==> config.mk <==
export PLATFORM = sky130hd
export DESIGN_NAME = ir_chk_encoder
export DESIGN_NICKNAME = d
export VERILOG_FILES = /design/src/rtl/ir_enc_pkg.sv /design/src/rtl/ir_unit_timer.sv /design/src/rtl/ir_carrier_gen.sv /design/src/rtl/ir_frame_seq.sv /design/src/rtl/ir_chk_encoder.sv
export SDC_FILE = /design/constraint.sdc
export NUM_CORES = 1
export LEC_CHECK = 0
export BUFFER_PORTS_ARGS = -buffer_cell sky130_fd_sc_hd__buf_4
export CORE_UTILIZATION = 43
export DETAILED_ROUTE_END_ITERATION = 12
export PLACE_DENSITY = 0.72
export SYNTH_ARGS = -nofsm -noshare
export SYNTH_HDL_FRONTEND = slang
export SYNTH_SLANG_ARGS = --single-unit
==> constraint.sdc <==
create_clock -name clk -period 4.4 [get_ports clk]
set_clock_uncertainty 0.2 [all_clocks]
set_input_delay 0.88 -clock clk [delete_from_list [all_inputs] [get_ports clk]]
set_output_delay 0.88 -clock clk [all_outputs]
set_load 0.03 [all_outputs]
==> src/rtl/ir_enc_pkg.sv <==
package ir_enc_pkg;

    typedef enum logic [2:0] {
        ST_IDLE,
        ST_HDR,
        ST_CHK,
        ST_DAT,
        ST_GAP
    } phase_e;

    // Cycles per signalling unit from clock frequency and unit length in us
    function automatic int unsigned unit_cycles(longint unsigned clk_hz,
                                                int unsigned unit_us);
        longint unsigned khz;
        khz = clk_hz / 64'd1000;
        return int'((khz * longint'(unit_us)) / 64'd1000);
    endfunction

    // Cycles per carrier half period
    function automatic int unsigned half_cycles(longint unsigned clk_hz,
                                                int unsigned car_hz);
        return int'(clk_hz / (64'd2 * longint'(car_hz)));
    endfunction

    // Width of a counter that reaches n-1 (at least 1)
    function automatic int unsigned cnt_width(int unsigned n);
        return (n <= 2) ? 1 : $clog2(n);
    endfunction

endpackage

==> src/rtl/ir_unit_timer.sv <==
module ir_unit_timer
    import ir_enc_pkg::*;
#(
    parameter int unsigned UNIT_CYC = 20800
) (
    input  logic clk,
    input  logic rst,
    input  logic run,
    output logic tick
);
    localparam int unsigned CW = cnt_width(UNIT_CYC);
    localparam logic [CW-1:0] LAST = CW'(UNIT_CYC - 1);

    logic [CW-1:0] cnt;

    assign tick = run && (cnt == LAST);

    always_ff @(posedge clk) begin
        if (rst || !run || tick) begin
            cnt <= '0;
        end else begin
            cnt <= cnt + 1'b1;
        end
    end
endmodule

==> src/rtl/ir_carrier_gen.sv <==
module ir_carrier_gen
    import ir_enc_pkg::*;
#(
    parameter int unsigned HALF_CYC = 657
) (
    input  logic clk,
    input  logic rst,
    output logic carrier
);
    localparam int unsigned CW = cnt_width(HALF_CYC);
    localparam logic [CW-1:0] LAST = CW'(HALF_CYC - 1);

    logic [CW-1:0] cnt;

    always_ff @(posedge clk) begin
        if (rst) begin
            cnt     <= '0;
            carrier <= 1'b0;
        end else if (cnt == LAST) begin
            cnt     <= '0;
            carrier <= ~carrier;
        end else begin
            cnt <= cnt + 1'b1;
        end
    end
endmodule

==> src/rtl/ir_frame_seq.sv <==
module ir_frame_seq
    import ir_enc_pkg::*;
#(
    parameter int unsigned     NBITS     = 31,
    parameter int unsigned     GAP_UNITS = 60,
    parameter logic [NBITS-1:0] CHK_MASK = 31'h437F7E00
) (
    input  logic             clk,
    input  logic             rst,
    input  logic             in_valid,
    input  logic [NBITS-1:0] in_code,
    input  logic             unit_tick,
    output logic             in_ready,
    output logic             busy,
    output logic             env
);
    localparam int unsigned PW = cnt_width(NBITS);
    localparam int unsigned GW = cnt_width(GAP_UNITS);
    localparam logic [PW-1:0] TOP_POS  = PW'(NBITS - 1);
    localparam logic [GW-1:0] GAP_LAST = GW'(GAP_UNITS - 1);

    phase_e         phase;
    logic [PW-1:0]  pos;
    logic [GW-1:0]  gcnt;
    logic [NBITS:0] code_ext;   // one extra zero bit above the top position

    logic cur_bit, upper_bit, chk_lvl;

    assign cur_bit   = code_ext[pos];
    assign upper_bit = code_ext[pos + 1'b1];
    assign chk_lvl   = CHK_MASK[pos] & ~cur_bit & ~upper_bit;

    always_ff @(posedge clk) begin
        if (rst) begin
            phase    <= ST_IDLE;
            pos      <= '0;
            gcnt     <= '0;
            code_ext <= '0;
        end else begin
            case (phase)
                ST_IDLE: begin
                    if (in_valid) begin
                        code_ext <= {1'b0, in_code};
                        phase    <= ST_HDR;
                    end
                end
                ST_HDR: begin
                    if (unit_tick) begin
                        phase <= ST_CHK;
                        pos   <= TOP_POS;
                    end
                end
                ST_CHK: begin
                    if (unit_tick) phase <= ST_DAT;
                end
                ST_DAT: begin
                    if (unit_tick) begin
                        if (pos == '0) begin
                            phase <= ST_GAP;
                            gcnt  <= '0;
                        end else begin
                            pos   <= pos - 1'b1;
                            phase <= ST_CHK;
                        end
                    end
                end
                ST_GAP: begin
                    if (unit_tick) begin
                        if (gcnt == GAP_LAST) phase <= ST_IDLE;
                        else                  gcnt  <= gcnt + 1'b1;
                    end
                end
                default: phase <= ST_IDLE;
            endcase
        end
    end

    always_comb begin
        unique case (phase)
            ST_HDR:  env = 1'b1;
            ST_CHK:  env = chk_lvl;
            ST_DAT:  env = ~cur_bit;
            default: env = 1'b0;
        endcase
    end

    assign in_ready = (phase == ST_IDLE);
    assign busy     = ~in_ready;
endmodule

==> src/rtl/ir_chk_encoder.sv <==
module ir_chk_encoder
    import ir_enc_pkg::*;
#(
    parameter longint unsigned CLK_HZ     = 50_000_000,
    parameter int unsigned     UNIT_US    = 416,
    parameter int unsigned     CARRIER_HZ = 38_000,
    parameter int unsigned     NBITS      = 31,
    parameter logic [NBITS-1:0] CHK_MASK  = 31'h437F7E00
) (
    input  logic             clk,
    input  logic             rst,
    input  logic             in_valid,
    input  logic [NBITS-1:0] in_code,
    output logic             in_ready,
    output logic             tx_env,
    output logic             tx_mod
);
    localparam int unsigned UNIT_CYC  = unit_cycles(CLK_HZ, UNIT_US);
    localparam int unsigned HALF_CYC  = half_cycles(CLK_HZ, CARRIER_HZ);
    localparam int unsigned GAP_UNITS = 2 * (NBITS - 1);

    logic busy, unit_tick, carrier;

    ir_unit_timer #(.UNIT_CYC(UNIT_CYC)) u_tmr (
        .clk  (clk),
        .rst  (rst),
        .run  (busy),
        .tick (unit_tick)
    );

    ir_frame_seq #(
        .NBITS     (NBITS),
        .GAP_UNITS (GAP_UNITS),
        .CHK_MASK  (CHK_MASK)
    ) u_seq (
        .clk       (clk),
        .rst       (rst),
        .in_valid  (in_valid),
        .in_code   (in_code),
        .unit_tick (unit_tick),
        .in_ready  (in_ready),
        .busy      (busy),
        .env       (tx_env)
    );

    ir_carrier_gen #(.HALF_CYC(HALF_CYC)) u_car (
        .clk     (clk),
        .rst     (rst),
        .carrier (carrier)
    );

    assign tx_mod = tx_env & carrier;
endmodule

==> results.sh, run 1 <==
export IMPL_detailedPlace_worstSlack_ns=0.624
export IMPL_synth_most_common_cell="nand2_1"
export IMPL_clk_root_buffer_cell="clkbuf_8"
export IMPL_clk_insertion_delay_late_ns=0.34
export IMPL_floorplan_core_area_um2=8180
export IMPL_synth_top_area_cells="dfxtp_1, mux4_2, nand2_1"
export IMPL_first_pass_grt_wire_length_um=12600
export IMPL_yosysSeqAreaShare_pct=39.8
export IMPL_ys_ff_latch=72
export IMPL_register_to_register_setup_slack_ns=1.38
export IMPL_synth_largest_type_area_fraction_pct=39.8
export IMPL_synth_top_cells_by_count="nand2_1, dfxtp_1, nor2_1"
export IMPL_synthesis_yosys_warnings=0
export IMPL_power_density_nw_per_um2=349
export IMPL_worstSetupStartpointType="flop"
export IMPL_clkSlewWorstSetupHoldPaths_ns=0.08
export IMPL_drt_first_iter_violations=143
export IMPL_synth_edff_count=0
export IMPL_fin_crit_ns=4.13
export IMPL_antenna_found_initial=0
export IMPL_clock_fmax_mhz=242
export IMPL_drt_first_pass_iters=4
export IMPL_routedWlPerCell_um=13.5
export IMPL_grt_setup_unrepaired="no"
export IMPL_ys_dominant_reg_cell="dfxtp_1"
export IMPL_worst_slew_pin_slew_ns=1.02
export IMPL_leakage_nw=1.54
export IMPL_floorplan_die_height_um=93.8
export IMPL_maxSlewViolCount=0
export IMPL_grt_max_degree=47
export IMPL_ant_nets=0
export IMPL_gr_total_overflow=0
export IMPL_ratio_of_cells_with_drive_above_1_in_the_final_layout_pct=17.4
export IMPL_nets=479
export IMPL_route_vias_total=2932
export IMPL_hold_class="flop to flop"
export IMPL_gpl_final_weighted_congestion=0.856
export IMPL_criticalPathCategory="flop to primary output"
export IMPL_routed_via_density=5.35
export IMPL_cp_end_kind="primary output"
export IMPL_timing_slew_headroom_pct=31.7
export IMPL_timing_critical_path_arrival_ns=3.05
export IMPL_postLayoutSetupSlackWorst_ns=0.273
export IMPL_run_status="finished clean"
export IMPL_fin_tns_setup_ns=0
export IMPL_clkSinkCount=72
export IMPL_min_period_over_period_pct=93.8
export IMPL_io_buffer_count=36
export IMPL_floorplan_die_area_um2=8800
export IMPL_design_portCount=37
export IMPL_cells_resized_by_post_cts_repair=0
export IMPL_wirelength_um=7380
export IMPL_netlist_instances=415
export IMPL_net_count_after_synthesis=456
export IMPL_syn_area_per_cell_um2=8.73
export IMPL_initial_utilization_pct=44.3
export IMPL_vdd_drop_max_v=0.000280
export IMPL_setup_viol_count_final=0
export IMPL_grt_util_all_layers_pct=18.2
export IMPL_post_cts_setup_buffers=0
export IMPL_synth_largest_area_cell="dfxtp_1"
export IMPL_max_cap_violations=0
export IMPL_hold_path_cell_count=1
export IMPL_cts_htree_levels=3
export IMPL_worstPathRequired_ns=3.32
export IMPL_cts_hold_fix_buffers=0
export IMPL_r2r_worst_path_cells=7
export IMPL_area_growth_pct=15.4
export IMPL_floorplan_rows=33
export IMPL_detail_route_drc_violations=0
export IMPL_hpwlAfterDp_um=5240
export IMPL_hold_violations=0
export IMPL_antenna_cells_inserted=0
export IMPL_max_fo_critical_path=20
export IMPL_async_reset_ff_share_pct=0
export IMPL_max_clock_path_buffers=2
export IMPL_total_cts_buffers=9
export IMPL_via_count_of_the_first_global_routing_pass=2714
export IMPL_synth_distinct_cells=48
export IMPL_dieWidth_um=93.8
export IMPL_synth_area_um2=3620
export IMPL_cts_tree="yes"
critical path, stage by stage (launching register included):
cell and delay [ns]:
dfxtp_1 0.33, buf_4 0.27, ha_1 0.22, xor2_1 0.56, mux4_2 0.40, o21ai_0 0.17, o22ai_1 0.11, o31ai_1 0.28
and3_1 0.20, buf_4 0.15
path summary, 6_finish.rpt:
check                startpoint      endpoint
setup reg to reg  u_tmr.cnt[11]          flop
hold / removal     u_tmr.cnt[0]  u_tmr.cnt[0]
hold reg to reg    u_tmr.cnt[0]  u_tmr.cnt[0]
setup / recovery   u_seq.pos[0]        tx_mod
layout by cell type, fill, tap and decap left out, types with 3 or more instances in the layout:
| cell type | netlist | layout |
|---|---|---|
| mux2i_1 | 8 | 8 |
| nand4_1 | 6 | 6 |
| nor3_1 | 3 | 3 |
| a21oi_1 | 37 | 37 |
| nand3b_1 | 3 | 3 |
| nor2_1 | 38 | 38 |
| mux4_2 | 16 | 16 |
| and3_1 | 11 | 11 |
| dfxtp_1 | 72 | 72 |
| bufinv_16 | 0 | 3 |
| ha_1 | 7 | 7 |
| nand2_1 | 78 | 78 |
| buf_4 | 0 | 39 |
| inv_1 | 9 | 9 |
| and2_1 | 5 | 5 |
| or3_1 | 4 | 4 |
| xor2_1 | 18 | 18 |
| clkbuf_8 | 0 | 10 |
| o21ai_0 | 10 | 10 |
| xnor2_1 | 12 | 12 |
| nand3_1 | 15 | 15 |
sequential cells by signal, summed over array words and instances, names as in the netlist, named ones only:
register	cells
u_car.carrier	1
u_car.cnt	10
u_seq.code_ext	31
u_seq.gcnt	6
u_seq.phase	3
u_seq.pos	5
u_tmr.cnt	15
logic make-up (layout without fill, tap and decap cells):
| kind of cell | count (synthesis) | count (layout) | share of synthesized area, % |
|---|---|---|---|
| simple gates | 180 | 180 | 23.6 |
| flops | 72 | 72 | 39.8 |
| compound gates | 64 | 64 | 10.1 |
| buf+inv | 36 | 64 | 4.04 |
| xor+xnor | 30 | 30 | 7.25 |
| mux | 26 | 26 | 12.8 |
| fa+ha+maj | 7 | 7 | 2.42 |
where the power goes:
part	total, mW	leakage [nW]	switching, mW	internal (mW)
sequential	0.698	0.586	0.0226	0.675
clock	0.637	0.124	0.245	0.393
combinational	0.122	0.834	0.0627	0.0593
cell type report:
type | instances | area [um2]
Multi-Input combinational cell | 307 | 2040
Clock inverter | 5 | 104
Sequential cell | 72 | 1440
Tap cell | 105 | 131
Timing Repair Buffer | 39 | 293
Inverter | 9 | 33.8
Clock buffer | 11 | 141
Fill cell | 794 | 3990
through the flow:
step | total power, mW | std cells | hold slack (ns) | util, % | area [um2]
after CTS | 1.47 | 548 | 0.256 | 51.1 | 4180
after global placement | 0.832 | 532 | 0.228 | 48.1 | 3940
after floorplan | 0.789 | 415 | 0.218 | - | 3620
final | 1.46 | 548 | 0.251 | 51.1 | 4180
after global routing | 1.52 | 548 | 0.272 | 51.1 | 4180
after detailed placement | 0.836 | 532 | 0.239 | 48.1 | 3940
per-layer routing:
layer	vias to the layer above	track usage, %	wire, um
li1	1484	-	-
met5	-	0	0
met2	45	28.9	3440
met4	0	5.26	85
met1	1395	24.7	3620
met3	8	4.05	226
No activity file was read; power rests on OpenSTA's default activity.
==> inputs of run 2 (changes only) <==
- ABC_AREA: unset -> 1
- SLEW_MARGIN: unset -> 30
==> run 2 against run 1 <==
- setup slack better by 0.15 ns
- via count increased by 20%
- synthesized cell count grew 31%
- first-iteration DRC count increased by 27%
- wire length is 16% higher
- combinational power grew to 4.0 times the previous value
- clock power down 16%
==> results.sh, run 2 <==
export IMPL_run_status="finished clean"
export IMPL_routed_via_density=5.16
export IMPL_timing_slew_headroom_pct=58.3
export IMPL_antenna_found_initial=0
export IMPL_synth_top_area_cells="dfxtp_1, a21oi_1, inv_1"
export IMPL_ant_nets=0
export IMPL_worst_slew_pin_slew_ns=0.624
export IMPL_netlist_instances=542
export IMPL_ratio_of_cells_with_drive_above_1_in_the_final_layout_pct=15.3
export IMPL_area_growth_pct=14.1
export IMPL_first_pass_grt_wire_length_um=14700
export IMPL_synth_edff_count=0
export IMPL_net_count_after_synthesis=583
export IMPL_sw_frac_of_total_pct=35.8
export IMPL_clock_fmax_mhz=251
export IMPL_synth_largest_type_area_fraction_pct=37.8
export IMPL_gpl_final_weighted_congestion=0.908
export IMPL_timing_critical_path_arrival_ns=2.90
export IMPL_fin_tns_setup_ns=0
export IMPL_grt_setup_unrepaired="no"
export IMPL_instances_no_fill=682
export IMPL_routedWlPerCell_um=12.5
export IMPL_grt_max_degree=38
export IMPL_detail_route_drc_violations=0
export IMPL_vdd_drop_max_v=0.000226
export IMPL_r2r_worst_path_cells=12
export IMPL_io_buffer_count=36
export IMPL_clk_insertion_delay_late_ns=0.35
export IMPL_floorplan_core_area_um2=8380
export IMPL_seq_power_share_pct=44.0
export IMPL_post_cts_setup_buffers=0
export IMPL_synthesis_yosys_warnings=0
export IMPL_hold_violations=0
export IMPL_synth_largest_area_cell="dfxtp_1"
export IMPL_largest_register_ffs=31
export IMPL_clk_root_buffer_cell="clkbuf_8"
export IMPL_worstHoldEndpoint="u_tmr.cnt[0]"
export IMPL_stdcell_area_um2=4340
export IMPL_register_to_register_setup_slack_ns=1.83
export IMPL_drt_first_iter_violations=181
export IMPL_hold_class="flop to flop"
export IMPL_ys_ff_latch=72
export IMPL_design_portCount=37
export IMPL_regToRegStartpoint="u_seq.pos[1]"
export IMPL_wirelength_um=8530
export IMPL_synth_most_common_cell="inv_1"
export IMPL_cells_resized_by_post_cts_repair=0
export IMPL_async_reset_ff_share_pct=0
export IMPL_worstSetupStartpointType="flop"
export IMPL_cts_htree_levels=3
export IMPL_synth_top_cells_by_count="inv_1, nand2_1, dfxtp_1"
export IMPL_clkSlewWorstSetupHoldPaths_ns=0.08
export IMPL_grt_util_all_layers_pct=20.5
export IMPL_total_cts_buffers=9
export IMPL_floorplan_die_height_um=96.1
export IMPL_p_sw_mw=0.654
export IMPL_dieWidth_um=96.1
export IMPL_floorplan_die_area_um2=9240
export IMPL_floorplan_rows=33
export IMPL_layout_cells_most_common="inv_1"
export IMPL_power_density_nw_per_um2=421
export IMPL_cts_tree="yes"
export IMPL_maxSlewViolCount=0
export IMPL_route_vias_total=3520
export IMPL_cts_hold_fix_buffers=0
export IMPL_max_fo_critical_path=12
export IMPL_max_clock_path_buffers=2
export IMPL_ys_dominant_reg_cell="dfxtp_1"
export IMPL_drt_first_pass_iters=4
export IMPL_syn_area_per_cell_um2=7.03
export IMPL_via_count_of_the_first_global_routing_pass=3296
export IMPL_synth_area_um2=3810
export IMPL_hold_path_cell_count=1
export IMPL_clkSinkCount=72
export IMPL_fin_crit_ns=3.98
export IMPL_timing_hold_worst_start="u_tmr.cnt[0]"
export IMPL_cp_end_kind="primary output"
export IMPL_antenna_cells_inserted=0
export IMPL_nets=613
export IMPL_power_share_clock_pct=29.1
export IMPL_leakage_nw=1.81
export IMPL_worst_setup_path_startpoint="u_seq.pos[1]"
export IMPL_placedInstanceArea_um2=4140
export IMPL_worstPathRequired_ns=3.32
export IMPL_post_layout_total_power_mw=1.83
export IMPL_initial_utilization_pct=45.4
export IMPL_min_period_over_period_pct=90.4
export IMPL_biggestRegsByFlops="u_seq.code_ext x31, u_tmr.cnt x15, u_car.cnt x10"
export IMPL_layout_cells_most_common_list="inv_1, nand2_1, dfxtp_1, a21oi_1, o21ai_0"
export IMPL_yosysSeqAreaShare_pct=37.8
export IMPL_synth_distinct_cells=41
export IMPL_criticalPathCategory="flop to primary output"
export IMPL_registers_top_by_ff_count="u_seq.code_ext"
export IMPL_whs_ns=0.260
export IMPL_setup_viol_count_final=0
export IMPL_placed_cells=666
export IMPL_max_cap_violations=0
export IMPL_intPower_mw=1.17
export IMPL_gr_total_overflow=0
export IMPL_power_combinational_fraction_pct=26.9
export IMPL_hpwlAfterDp_um=6340
==> run 2: routing by layer <==
layer | vias up | global-route usage, % | part of all wire (%)
met5 | - | 0 | 0
met4 | 0 | 5.35 | 1.3
met3 | 10 | 5.45 | 3.8
met2 | 56 | 35.0 | 48
met1 | 1608 | 25.4 | 47
li1 | 1846 | - | -
==> run 2: through the flow <==
stage          setup slack [ns]  util [%]
2_1_floorplan              1.02         -
3_3_place_gp              0.944      49.4
3_5_place_dp              0.821      49.4
4_1_cts                   0.421      51.8
5_1_grt                   0.156      51.8
6_report                  0.422      51.8
==> run 2: power by group through the flow <==
stage | Sequential, mW | Combinational [mW] | Clock (mW)
6_report | 0.803 | 0.492 | 0.533
5_1_grt | 0.813 | 0.559 | 0.577
4_1_cts | 0.802 | 0.492 | 0.550
3_5_place_dp | 0.816 | 0.492 | 0
3_3_place_gp | 0.817 | 0.476 | 0
2_1_floorplan | 0.799 | 0.370 | 0
==> run 2: area by class of cell <==
class / count / area, um2
timing repair buffer: 39 / 293
multi-input combinational: 362 / 1950
sequential: 72 / 1440
fill: 849 / 4040
inverter: 88 / 330
clock buffer: 9 / 124
tap: 105 / 131
clock inverter: 7 / 78.8
==> run 2: cells by family after synthesis <==
group | after synthesis | share of synthesized area (%)
adders and majority gates | 7 | 2.30
AOI/OAI and AO/OA | 142 | 20.3
buffers and inverters | 108 | 11.1
xor gates and xnor gates | 6 | 1.38
DFF | 72 | 37.8
and+or+nand+nor | 207 | 27.1
==> run 2: how the worst max path moves through the flow <==
stage,cells after the start,endpoint,slack [ns]
after CTS,14,tx_mod,0.42
after floorplan,16,tx_mod,1.02
after global routing,14,tx_mod,0.16
after global placement,14,tx_mod,0.94
final,14,tx_mod,0.42
after detailed placement,14,tx_mod,0.82
==> run 2: worst max-delay path: stages (launching register included) <==
cell,delay [ns]
dfxtp_1,0.60
inv_1,0.18
ha_1,0.52
inv_1,0.22
a21oi_1,0.17
o21ai_0,0.11
nand3_1,0.08
nand3_1,0.07
nand2_1,0.08
nand2_1,0.05
nand2_1,0.09
o21ai_1,0.06
nand2_1,0.11
nor2_1,0.06
buf_4,0.16
==> inputs of run 3 (changes only) <==
- CORE_ASPECT_RATIO: unset -> 1.1
- GPL_TIMING_DRIVEN: unset -> 0
==> run 3 against run 2 <==
- register-to-register slack worse by 0.14 ns
- count of clock-buffer cells in the layout increased by 3
- total power grew 6.1%
- wire length up 4.8%
- setup slack got worse by 0.16 ns
==> results.sh, run 3 (same netlist as run 2, synthesis figures left out) <==
export IMPL_max_clock_path_buffers=2
export IMPL_fin_crit_ns=4.14
export IMPL_vdd_drop_max_v=0.000252
export IMPL_largest_register_ffs=31
export IMPL_hold_violations=0
export IMPL_nets=630
export IMPL_intPower_mw=1.28
export IMPL_floorplan_die_area_um2=9240
export IMPL_timing_critical_path_max_delay_family="buffers and inverters"
export IMPL_antenna_found_initial=0
export IMPL_clk_insertion_delay_late_ns=0.36
export IMPL_worst_slew_pin_slew_ns=0.514
export IMPL_power_share_clock_pct=32.0
export IMPL_detailedPlace_worstSlack_ns=0.543
export IMPL_layout_cells_most_common_list="inv_1, nand2_1, dfxtp_1, a21oi_1, o21ai_0"
export IMPL_max_fo_critical_path=11
export IMPL_timing_slew_headroom_pct=65.7
export IMPL_finish_utilization_pct=52.5
export IMPL_cells_resized_by_post_cts_repair=0
export IMPL_dieWidth_um=91.7
export IMPL_io_buffer_count=36
export IMPL_sw_frac_of_total_pct=33.9
export IMPL_min_period_over_period_pct=94.1
export IMPL_timing_critical_path_arrival_ns=3.06
export IMPL_cts_tree="yes"
export IMPL_gr_total_overflow=0
export IMPL_floorplan_core_area_um2=8500
export IMPL_hold_class="flop to flop"
export IMPL_clock_fmax_mhz=242
export IMPL_cp_end_kind="primary output"
export IMPL_registers_top_by_ff_count="u_seq.code_ext"
export IMPL_layout_cells_most_common="inv_1"
export IMPL_wirelength_um=8940
export IMPL_ant_nets=0
export IMPL_seq_power_share_pct=41.4
export IMPL_cts_htree_levels=3
export IMPL_fillers=830
export IMPL_crit_top_cell="nand2_1"
export IMPL_design_portCount=37
export IMPL_clk_root_buffer_cell="clkbuf_8"
export IMPL_power_combinational_fraction_pct=26.6
export IMPL_area_growth_pct=17.1
export IMPL_critical_path_max_stage_delay_ns=0.33
export IMPL_criticalPathCategory="flop to primary output"
export IMPL_routed_via_density=5.21
export IMPL_p_sw_mw=0.657
export IMPL_routedWlPerCell_um=12.7
export IMPL_postLayoutSetupSlackWorst_ns=0.262
export IMPL_floorplan_die_height_um=101
export IMPL_floorplan_rows=35
export IMPL_drt_first_pass_iters=6
export IMPL_route_vias_total=3674
export IMPL_grt_setup_unrepaired="no"
export IMPL_leakage_nw=1.88
export IMPL_ratio_of_cells_with_drive_above_1_in_the_final_layout_pct=16.3
export IMPL_maxSlewViolCount=0
export IMPL_fin_tns_setup_ns=0
export IMPL_biggestRegsByFlops="u_seq.code_ext x31, u_tmr.cnt x15, u_car.cnt x10"
export IMPL_hpwlAfterDp_um=6610
export IMPL_total_cts_buffers=9
export IMPL_max_cap_violations=0
export IMPL_run_status="finished clean"
export IMPL_grt_util_all_layers_pct=20.4
export IMPL_instances_no_fill=705
export IMPL_initial_utilization_pct=44.8
export IMPL_post_cts_setup_buffers=0
export IMPL_whs_ns=0.255
export IMPL_slowest_stage="dfxtp_1"
export IMPL_antenna_cells_inserted=0
export IMPL_power_density_nw_per_um2=435
export IMPL_clkSinkCount=72
export IMPL_worstSetupStartpointType="flop"
export IMPL_via_count_of_the_first_global_routing_pass=3476
export IMPL_worstPathRequired_ns=3.32
export IMPL_worstPathCellList="buf_2 -> inv_2 -> buf_2 -> ha_1 -> buf_2 -> inv_1 -> a21oi_1 -> o21ai_0 -> nand3_1 -> nand3_1 -> nand2_1 -> nand2_1 -> nand2_1 -> o21ai_1 -> nand2_1 -> nor2_1 -> buf_4"
export IMPL_gpl_final_weighted_congestion=0.923
export IMPL_grt_max_degree=13
export IMPL_clkSlewWorstSetupHoldPaths_ns=0.07
export IMPL_setup_viol_count_final=0
export IMPL_drt_first_iter_violations=250
export IMPL_placed_cells=689
export IMPL_cts_hold_fix_buffers=0
export IMPL_detail_route_drc_violations=0
export IMPL_path_buf_inv=6
export IMPL_first_pass_grt_wire_length_um=15200
-- run 3: cell type report --
type	count	area, um2	area share [%]
multi-input combinational	362	1950	43.6
buffer	20	92.6	2.08
timing repair buffer	36	270	6.06
clock buffer	12	165	3.70
sequential	72	1440	32.3
inverter	88	330	7.41
tap	111	139	3.11
clock inverter	4	75.1	1.68
-- run 3: worst paths after layout --
path                  end  slack (ns)  depth (start not counted)    startpoint
min reg2reg  u_tmr.cnt[0]        0.25                          1  u_tmr.cnt[0]
max reg2reg          flop        1.69                         15  u_seq.pos[0]
min          u_tmr.cnt[0]        0.25                          1  u_tmr.cnt[0]
max                tx_mod        0.26                         17  u_seq.pos[0]
-- run 3: power groups by stage --
stage,Combinational (mW),Sequential [mW],Clock (mW)
after floorplan,0.370,0.799,0
after global placement,0.502,0.813,0
after detailed placement,0.510,0.816,0
after CTS,0.513,0.802,0.625
after global routing,0.580,0.815,0.657
final,0.515,0.803,0.621
-- run 3: routing by layer --
metal,GRT usage [%],vias to the layer above,wire length [um]
li1,-,1883,-
met1,25.7,1663,4140
met2,34.2,110,4050
met3,3.54,18,569
met4,9.50,0,176
met5,0,-,0
-- run 3: per-stage QoR --
| stage | area, um2 | power, mW |
|---|---|---|
| after detailed placement | 4220 | 1.33 |
| after CTS | 4460 | 1.94 |
| after floorplan | 3810 | 1.17 |
| after global routing | 4460 | 2.05 |
| final | 4460 | 1.94 |
| after global placement | 4220 | 1.32 |
-- run 3: worst reg2reg max path, stage by stage (launching register included) --
cell and delay, ns:
dfxtp_1 0.33, buf_2 0.23, inv_2 0.13, buf_2 0.22, ha_1 0.30, buf_2 0.19
inv_1 0.26, nor2_1 0.10, nand3_1 0.09, nand2_1 0.06, nor2_2 0.14, nand3_1 0.13
nor2_1 0.10, nor2_1 0.04, nand2_1 0.05, nand2_1 0.04
